===== config.mk =====
export PLATFORM = sky130hd
export DESIGN_NAME = fcmp_cond_unit
export DESIGN_NICKNAME = d
export VERILOG_FILES = /design/src/rtl/fcmp_pkg.sv /design/src/rtl/fcmp_unpack.sv /design/src/rtl/fcmp_order.sv /design/src/rtl/fcmp_round_decode.sv /design/src/rtl/fcmp_cond_unit.sv
export SDC_FILE = /design/constraint.sdc
export NUM_CORES = 1
export LEC_CHECK = 0
export BUFFER_PORTS_ARGS = -buffer_cell sky130_fd_sc_hd__buf_2
export CORE_MARGIN = 4
export CORE_UTILIZATION = 52
export CTS_BUF_LIST = sky130_fd_sc_hd__clkbuf_8
export CTS_CLUSTER_DIAMETER = 100
export DETAILED_ROUTE_END_ITERATION = 8
export GPL_TIMING_DRIVEN = 0
export PLACE_DENSITY = 0.95
export SKIP_LAST_GASP = 1
export SYNTH_ARGS = -nofsm -noshare
export SYNTH_HDL_FRONTEND = slang
export SYNTH_SLANG_ARGS = --single-unit

===== constraint.sdc =====
create_clock -name clk -period 4.7 [get_ports clk]
set_input_delay 0.94 -clock clk [delete_from_list [all_inputs] [get_ports clk]]
set_output_delay 0.94 -clock clk [all_outputs]
set_load 0.05 [all_outputs]

===== src/rtl/fcmp_pkg.sv =====
// Shared types for the floating-point compare unit.
// Assumes operand buses are at most 64 bits wide.
package fcmp_pkg;

    localparam int OPW = 64;

    // Two-bit condition result written into a status field.
    typedef enum logic [1:0] {
        CC_EQ = 2'b00,
        CC_LT = 2'b01,
        CC_GT = 2'b10,
        CC_UN = 2'b11
    } cc_e;

    // One-hot rounding mode code.
    typedef enum logic [3:0] {
        RM_NEAREST = 4'b0001,
        RM_ZERO    = 4'b0010,
        RM_UP      = 4'b0100,
        RM_DOWN    = 4'b1000
    } rmode_e;

    // Operand after unpacking, independent of precision.
    typedef struct packed {
        logic           sign;
        logic           is_nan;
        logic           is_zero;
        logic [OPW-2:0] mag;
    } fp_unpk_t;

endpackage


===== src/rtl/fcmp_unpack.sv =====
// Unpacks one operand into sign, NaN flag, zero flag and magnitude.
// Single precision reads only the low 32 bits; the magnitude is zero-extended
// so that one unsigned compare works for both precisions.
module fcmp_unpack
    import fcmp_pkg::*;
#(
    parameter int SP_EXP  = 8,
    parameter int SP_FRAC = 23,
    parameter int DP_EXP  = 11,
    parameter int DP_FRAC = 52
) (
    input  logic [OPW-1:0] op,
    input  logic           is_dbl,
    output fp_unpk_t       unpk
);
    localparam int SPW = 1 + SP_EXP + SP_FRAC;
    localparam int DPW = 1 + DP_EXP + DP_FRAC;

    logic sp_nan, dp_nan;

    // Detect NaN per format: exponent all ones and fraction nonzero.
    always_comb begin
        sp_nan = (&op[SPW-2:SP_FRAC]) && (|op[SP_FRAC-1:0]);
        dp_nan = (&op[DPW-2:DP_FRAC]) && (|op[DP_FRAC-1:0]);
    end

    // Select the fields of the active precision.
    always_comb begin
        if (is_dbl) begin
            unpk.sign   = op[DPW-1];
            unpk.is_nan = dp_nan;
            unpk.mag    = OPW'(op[DPW-2:0]);
        end else begin
            unpk.sign   = op[SPW-1];
            unpk.is_nan = sp_nan;
            unpk.mag    = (OPW-1)'(op[SPW-2:0]);
        end
        unpk.is_zero = (unpk.mag == '0);
    end
endmodule


===== src/rtl/fcmp_order.sv =====
// Classifies two unpacked operands as equal, less, greater or unordered.
// Assumes magnitudes are in sign-magnitude IEEE order (bigger bits = bigger value).
module fcmp_order
    import fcmp_pkg::*;
(
    input  fp_unpk_t a,
    input  fp_unpk_t b,
    output cc_e      cc
);
    logic a_mag_gt;
    logic mag_eq;

    // Magnitude relations shared by both sign cases.
    always_comb begin
        a_mag_gt = (a.mag > b.mag);
        mag_eq   = (a.mag == b.mag);
    end

    // Priority: NaN, both zeros, differing signs, then magnitude.
    always_comb begin
        if (a.is_nan || b.is_nan)
            cc = CC_UN;
        else if (a.is_zero && b.is_zero)
            cc = CC_EQ;
        else if (a.sign != b.sign)
            cc = a.sign ? CC_LT : CC_GT;
        else if (mag_eq)
            cc = CC_EQ;
        else if (a.sign)
            cc = a_mag_gt ? CC_LT : CC_GT;
        else
            cc = a_mag_gt ? CC_GT : CC_LT;
    end
endmodule


===== src/rtl/fcmp_round_decode.sv =====
// Maps the 2-bit rounding-direction field to a one-hot rounding mode.
// Purely combinational; assumes the caller extracts the field.
module fcmp_round_decode
    import fcmp_pkg::*;
(
    input  logic [1:0] rnd_fld,
    output rmode_e     mode
);
    // Field value to mode lookup.
    always_comb begin
        unique case (rnd_fld)
            2'b00:   mode = RM_NEAREST;
            2'b01:   mode = RM_ZERO;
            2'b10:   mode = RM_UP;
            default: mode = RM_DOWN;
        endcase
    end

    assert_rmode_onehot_R8: assert final ($countones(mode) == 1);
endmodule


===== src/rtl/fcmp_cond_unit.sv =====
// Floating-point compare condition unit.
// Compares two operands and returns a copy of the status word in which the
// selected 2-bit condition field holds the result, one cycle after the strobe.
// It also raises a trap for an unordered result when trapping is enabled, and
// decodes the rounding-direction field. Assumes a synchronous active-low reset.
module fcmp_cond_unit
    import fcmp_pkg::*;
#(
    parameter int SW          = 32,
    parameter int NFIELD      = 4,
    parameter int CC_LSB      = 0,
    parameter int TRAP_EN_BIT = 8,
    parameter int RND_LSB     = 9
) (
    input  logic                      clk,
    input  logic                      rst_n,
    input  logic                      cmp_valid,
    input  logic [OPW-1:0]            op_a,
    input  logic [OPW-1:0]            op_b,
    input  logic                      is_dbl,
    input  logic [$clog2(NFIELD)-1:0] fld_sel,
    input  logic [SW-1:0]             stat_in,
    output logic [SW-1:0]             stat_out,
    output logic                      done,
    output logic                      trap_req,
    output logic [3:0]                rnd_mode
);
    localparam int SELW = $clog2(NFIELD);

    fp_unpk_t             unpk [2];
    logic [OPW-1:0]       ops  [2];
    cc_e                  cc;
    rmode_e               rmode;
    logic [SW-1:0]        stat_nxt;
    logic [SW-1:0]        stat_q;
    logic                 done_q;
    logic                 trap_q;
    logic [SELW-1:0]      sel_q;

    assign ops[0] = op_a;
    assign ops[1] = op_b;

    // One unpacker per operand.
    for (genvar g = 0; g < 2; g++) begin : g_unpk
        fcmp_unpack u_unpack (
            .op     (ops[g]),
            .is_dbl (is_dbl),
            .unpk   (unpk[g])
        );
    end

    fcmp_order u_order (
        .a  (unpk[0]),
        .b  (unpk[1]),
        .cc (cc)
    );

    fcmp_round_decode u_rnd (
        .rnd_fld (stat_in[RND_LSB +: 2]),
        .mode    (rmode)
    );
    assign rnd_mode = rmode;

    // Clear the selected field and insert the new result.
    always_comb begin
        stat_nxt = stat_in;
        stat_nxt[CC_LSB + 2*fld_sel +: 2] = cc;
    end

    // Register the result, the done pulse and the trap request.
    always_ff @(posedge clk) begin
        if (!rst_n) begin
            stat_q <= '0;
            done_q <= 1'b0;
            trap_q <= 1'b0;
            sel_q  <= '0;
        end else begin
            done_q <= cmp_valid;
            trap_q <= cmp_valid && (cc == CC_UN) && stat_in[TRAP_EN_BIT];
            if (cmp_valid) begin
                stat_q <= stat_nxt;
                sel_q  <= fld_sel;
            end
        end
    end

    assign stat_out = stat_q;
    assign done     = done_q;
    assign trap_req = trap_q;

    // Mask that covers one condition field.
    function automatic logic [SW-1:0] fld_mask(input logic [SELW-1:0] s);
        fld_mask = '0;
        fld_mask[CC_LSB + 2*s +: 2] = 2'b11;
    endfunction

    assert_done_follows_R7: assert property (@(posedge clk) disable iff (!rst_n)
        cmp_valid |=> done);
    assert_done_pulse_R7: assert property (@(posedge clk) disable iff (!rst_n)
        !cmp_valid |=> !done && $stable(stat_out));
    assert_other_bits_kept_R1: assert property (@(posedge clk) disable iff (!rst_n)
        cmp_valid |=> (((stat_out ^ $past(stat_in)) & ~fld_mask($past(fld_sel))) == '0));
    assert_trap_unordered_R6: assert property (@(posedge clk) disable iff (!rst_n)
        trap_req |-> done && (stat_out[CC_LSB + 2*sel_q +: 2] == 2'b11)
                     && stat_out[TRAP_EN_BIT]);
    assert_nan_unordered_R3: assert property (@(posedge clk) disable iff (!rst_n)
        (cmp_valid && (unpk[0].is_nan || unpk[1].is_nan)) |=>
            (stat_out[CC_LSB + 2*sel_q +: 2] == 2'b11));
endmodule


==> metrics.txt <==
leakage 0.00267 µW; Slew @ Worst Pin 738 ps; # IOs 204; internal power 700 µW; drt total wl 13.2 mm; initial antenna violation count 0; Root Buffer clkbuf_8; CP Max Fanout 10; Slew HR 50.8%; overflow left after global routing 0; Starting Density 54.2%; cells after synthesis 510; Hold Fails Final Rpt 0; #FFs+latches synth 34; R2R depth 3; Die H 95.6 µm; Std-Cell Rows 31; Die Span X 95.6 µm; synth warn 0; drt pass-1 iters 5; Netlist cell types 54; Max clock buf depth 2; critical path class in -> reg; Synthesized Nets 744; placeable core region 7370 µm²; Peak VDD IR 0.156 mV; DIE AREA 9140 µm²; placed cell area 5120 µm²; Synth Area per Inst 7.83 µm²; initial DRC count 222; area leader, netlist ha_1; PwrDens 210 nW/µm²; Max Transition Viols Final 0; # port buffers 201; layout cells sized above 1 32.3%; Switching Fraction 36.7%; CTS Buf Count 5; DR WL/cell 16.1 µm; Worst-Skew Late Latency 290 ps; Max Clock Freq 264 MHz; ys async rst share 0%; most area-consuming cells after synthesis ha_1, dfxtp_1, mux2i_1, and2_1, nand2_1; Net Switching 406 µW; unrepaired setup endpoints after global routing false; Synth top area share 21.3%; vias in the first global route 4727; CP Capture Type register; Setup Buffers After CTS 0; Clk pin slew, worst setup/hold paths 70 ps; clk_skew 0 ps; GP Congestion 0.893; P&R area growth vs syn 31.8%; Main synth FF type dfxtp_1; reg2reg start stat_out[8]; Total GRT Usage 27.4%; Resized Gates After CTS 0; DRC viols 0; post-DP HPWL 11.2 mm; Comb power frac 41.2%; CTS sink cnt 34; maxcap violations 0; Cell Area, Synth 3990 µm²; final instance area 5260 µm²; Fillers 551; Final min period 3780 ps; H-tree depth 2; vias per cell 5.87; final setup fails 0; Post-DRT Antenna Nets 0; Post-synth EDFFs 0; FF-to-FF setup slack 3810 ps; setup_tns 0 ps; crit path capture stat_out[3]; status finished, final reports clean; fin crit share 80.5%; via count 4798; Arr. time, crit path 3950 ps; FF-to-FF End stat_out[8]; clock group share of total power 30.0%; part of the Yosys area used for sequential elements 17.1%; crit path launch is_dbl; WP data required 4870 ps; first-pass GRT wire length 20.4 mm; crit start category input pin; nets 952; CTS tree done; number of diodes 0; min-delay worst type reg -> reg; register share of total power 28.8%; Post-CTS Hold Buffers 0; largest net degree at the start of global routing 13
==> cells in the mapped netlist (3+ instances only) <==
cell and instances:
ha_1 68, nand2_1 55, inv_1 40, and2_1 34
dfxtp_1 34, nor4_1 31, a21oi_1 28, nand4_1 26
nor2b_1 25, mux2i_1 23, nand3_1 18, o21ai_0 16
nor2_1 13, clkbuf_1 9, nor3_1 9, o31ai_1 9
o211ai_1 7, nand3b_1 6, a21o_1 5, nand2b_1 4
a21oi_2 3, a221oi_1 3, o21ai_1 3
==> power groups by stage <==
stage / logic, µW / clock network (µW) / registers [µW]
2_1_floorplan: 209 / 0 / 397
3_3_place_gp: 429 / 0 / 323
3_5_place_dp: 448 / 0 / 325
4_1_cts: 452 / 328 / 318
5_1_grt: 498 / 339 / 320
6_report: 456 / 332 / 319
==> layout by cell type (no fill, tap or decap), drive strengths merged, types with 2 or more instances in the layout <==
cell type / count
nand3: 18
nand2: 55
nor2b: 25
buf: 205
or2b: 2
o31ai: 9
ha: 68
mux2: 2
nand4: 26
dfxtp: 34
nand2b: 4
a211oi: 3
bufinv: 2
nor3: 9
o211ai: 7
and2: 34
a21oi: 31
or3: 2
nor4: 33
nand3b: 6
inv: 40
a221oi: 4
clkbuf: 16
nor3b: 2
nand4b: 2
a21o: 7
nor2: 13
mux2i: 23
o21ai: 19
==> worst max-delay path, cell delays in order <==
cell	delay (ps)
buf_6	110
clkbuf_8	160
clkbuf_1	390
nand2_1	120
ha_1	340
a21oi_2	140
o21ai_1	90
a221oi_2	280
nor2b_1	90
a311o_1	390
nor4_1	440
a2bb2oi_2	310
o31ai_1	120
==> cell families after synthesis <==
logic type / after synthesis / share of synthesized area (%)
buf+inv: 57 / 6.49
mux: 25 / 6.33
flops: 34 / 17.1
fa+ha+maj: 68 / 21.3
simple gates: 236 / 33.9
compound gates: 90 / 15.0
==> worst min path at each step <==
stage            startpoint           end  slack [ps]  cells after the start
2_1_floorplan  stat_out[29]  stat_out[29]         740                      2
3_3_place_gp   stat_out[20]  stat_out[20]         490                      2
3_5_place_dp   stat_out[30]  stat_out[30]         500                      2
4_1_cts        stat_out[30]  stat_out[30]         520                      2
5_1_grt        stat_out[19]  stat_out[19]         560                      2
6_report       stat_out[30]  stat_out[30]         510                      2
==> metal layers <==
metal,global-route usage [%],share of wire (%),up-vias
li1,-,-,2293
met1,30.5,38,2228
met2,51.9,51,234
met3,4.89,7.6,43
met4,8.77,3.0,0
met5,0,0,-
==> per-stage QoR <==
step / cells / power (µW) / utilization (%) / setup WS [ps] / hold WS (ps)
global route: 818 / 1160 / 71.4 / 686 / 556
floorplan: 510 / 606 / - / 1190 / 744
finish: 818 / 1110 / 71.4 / 915 / 512
detailed placement: 810 / 773 / 69.5 / 631 / 499
CTS: 818 / 1100 / 71.4 / 922 / 517
global placement: 810 / 752 / 69.5 / 724 / 490
==> registers in the layout, summed over array words and instances (netlist names) <==
name and count:
stat_out 32, trap_req 1, done 1
==> cell type report <==
type / instances / area [µm²] / area share, %
Sequential cell: 34 / 681 / 12.9
Clock buffer: 5 / 68.8 / 1.31
Timing Repair Buffer: 201 / 1010 / 19.1
Buffer: 17 / 109 / 2.07
Multi-Input combinational cell: 419 / 3050 / 58.0
Tap cell: 99 / 124 / 2.36
Inverter: 40 / 150 / 2.86
Clock inverter: 3 / 68.8 / 1.31
Power figures use the tool's default switching activity.
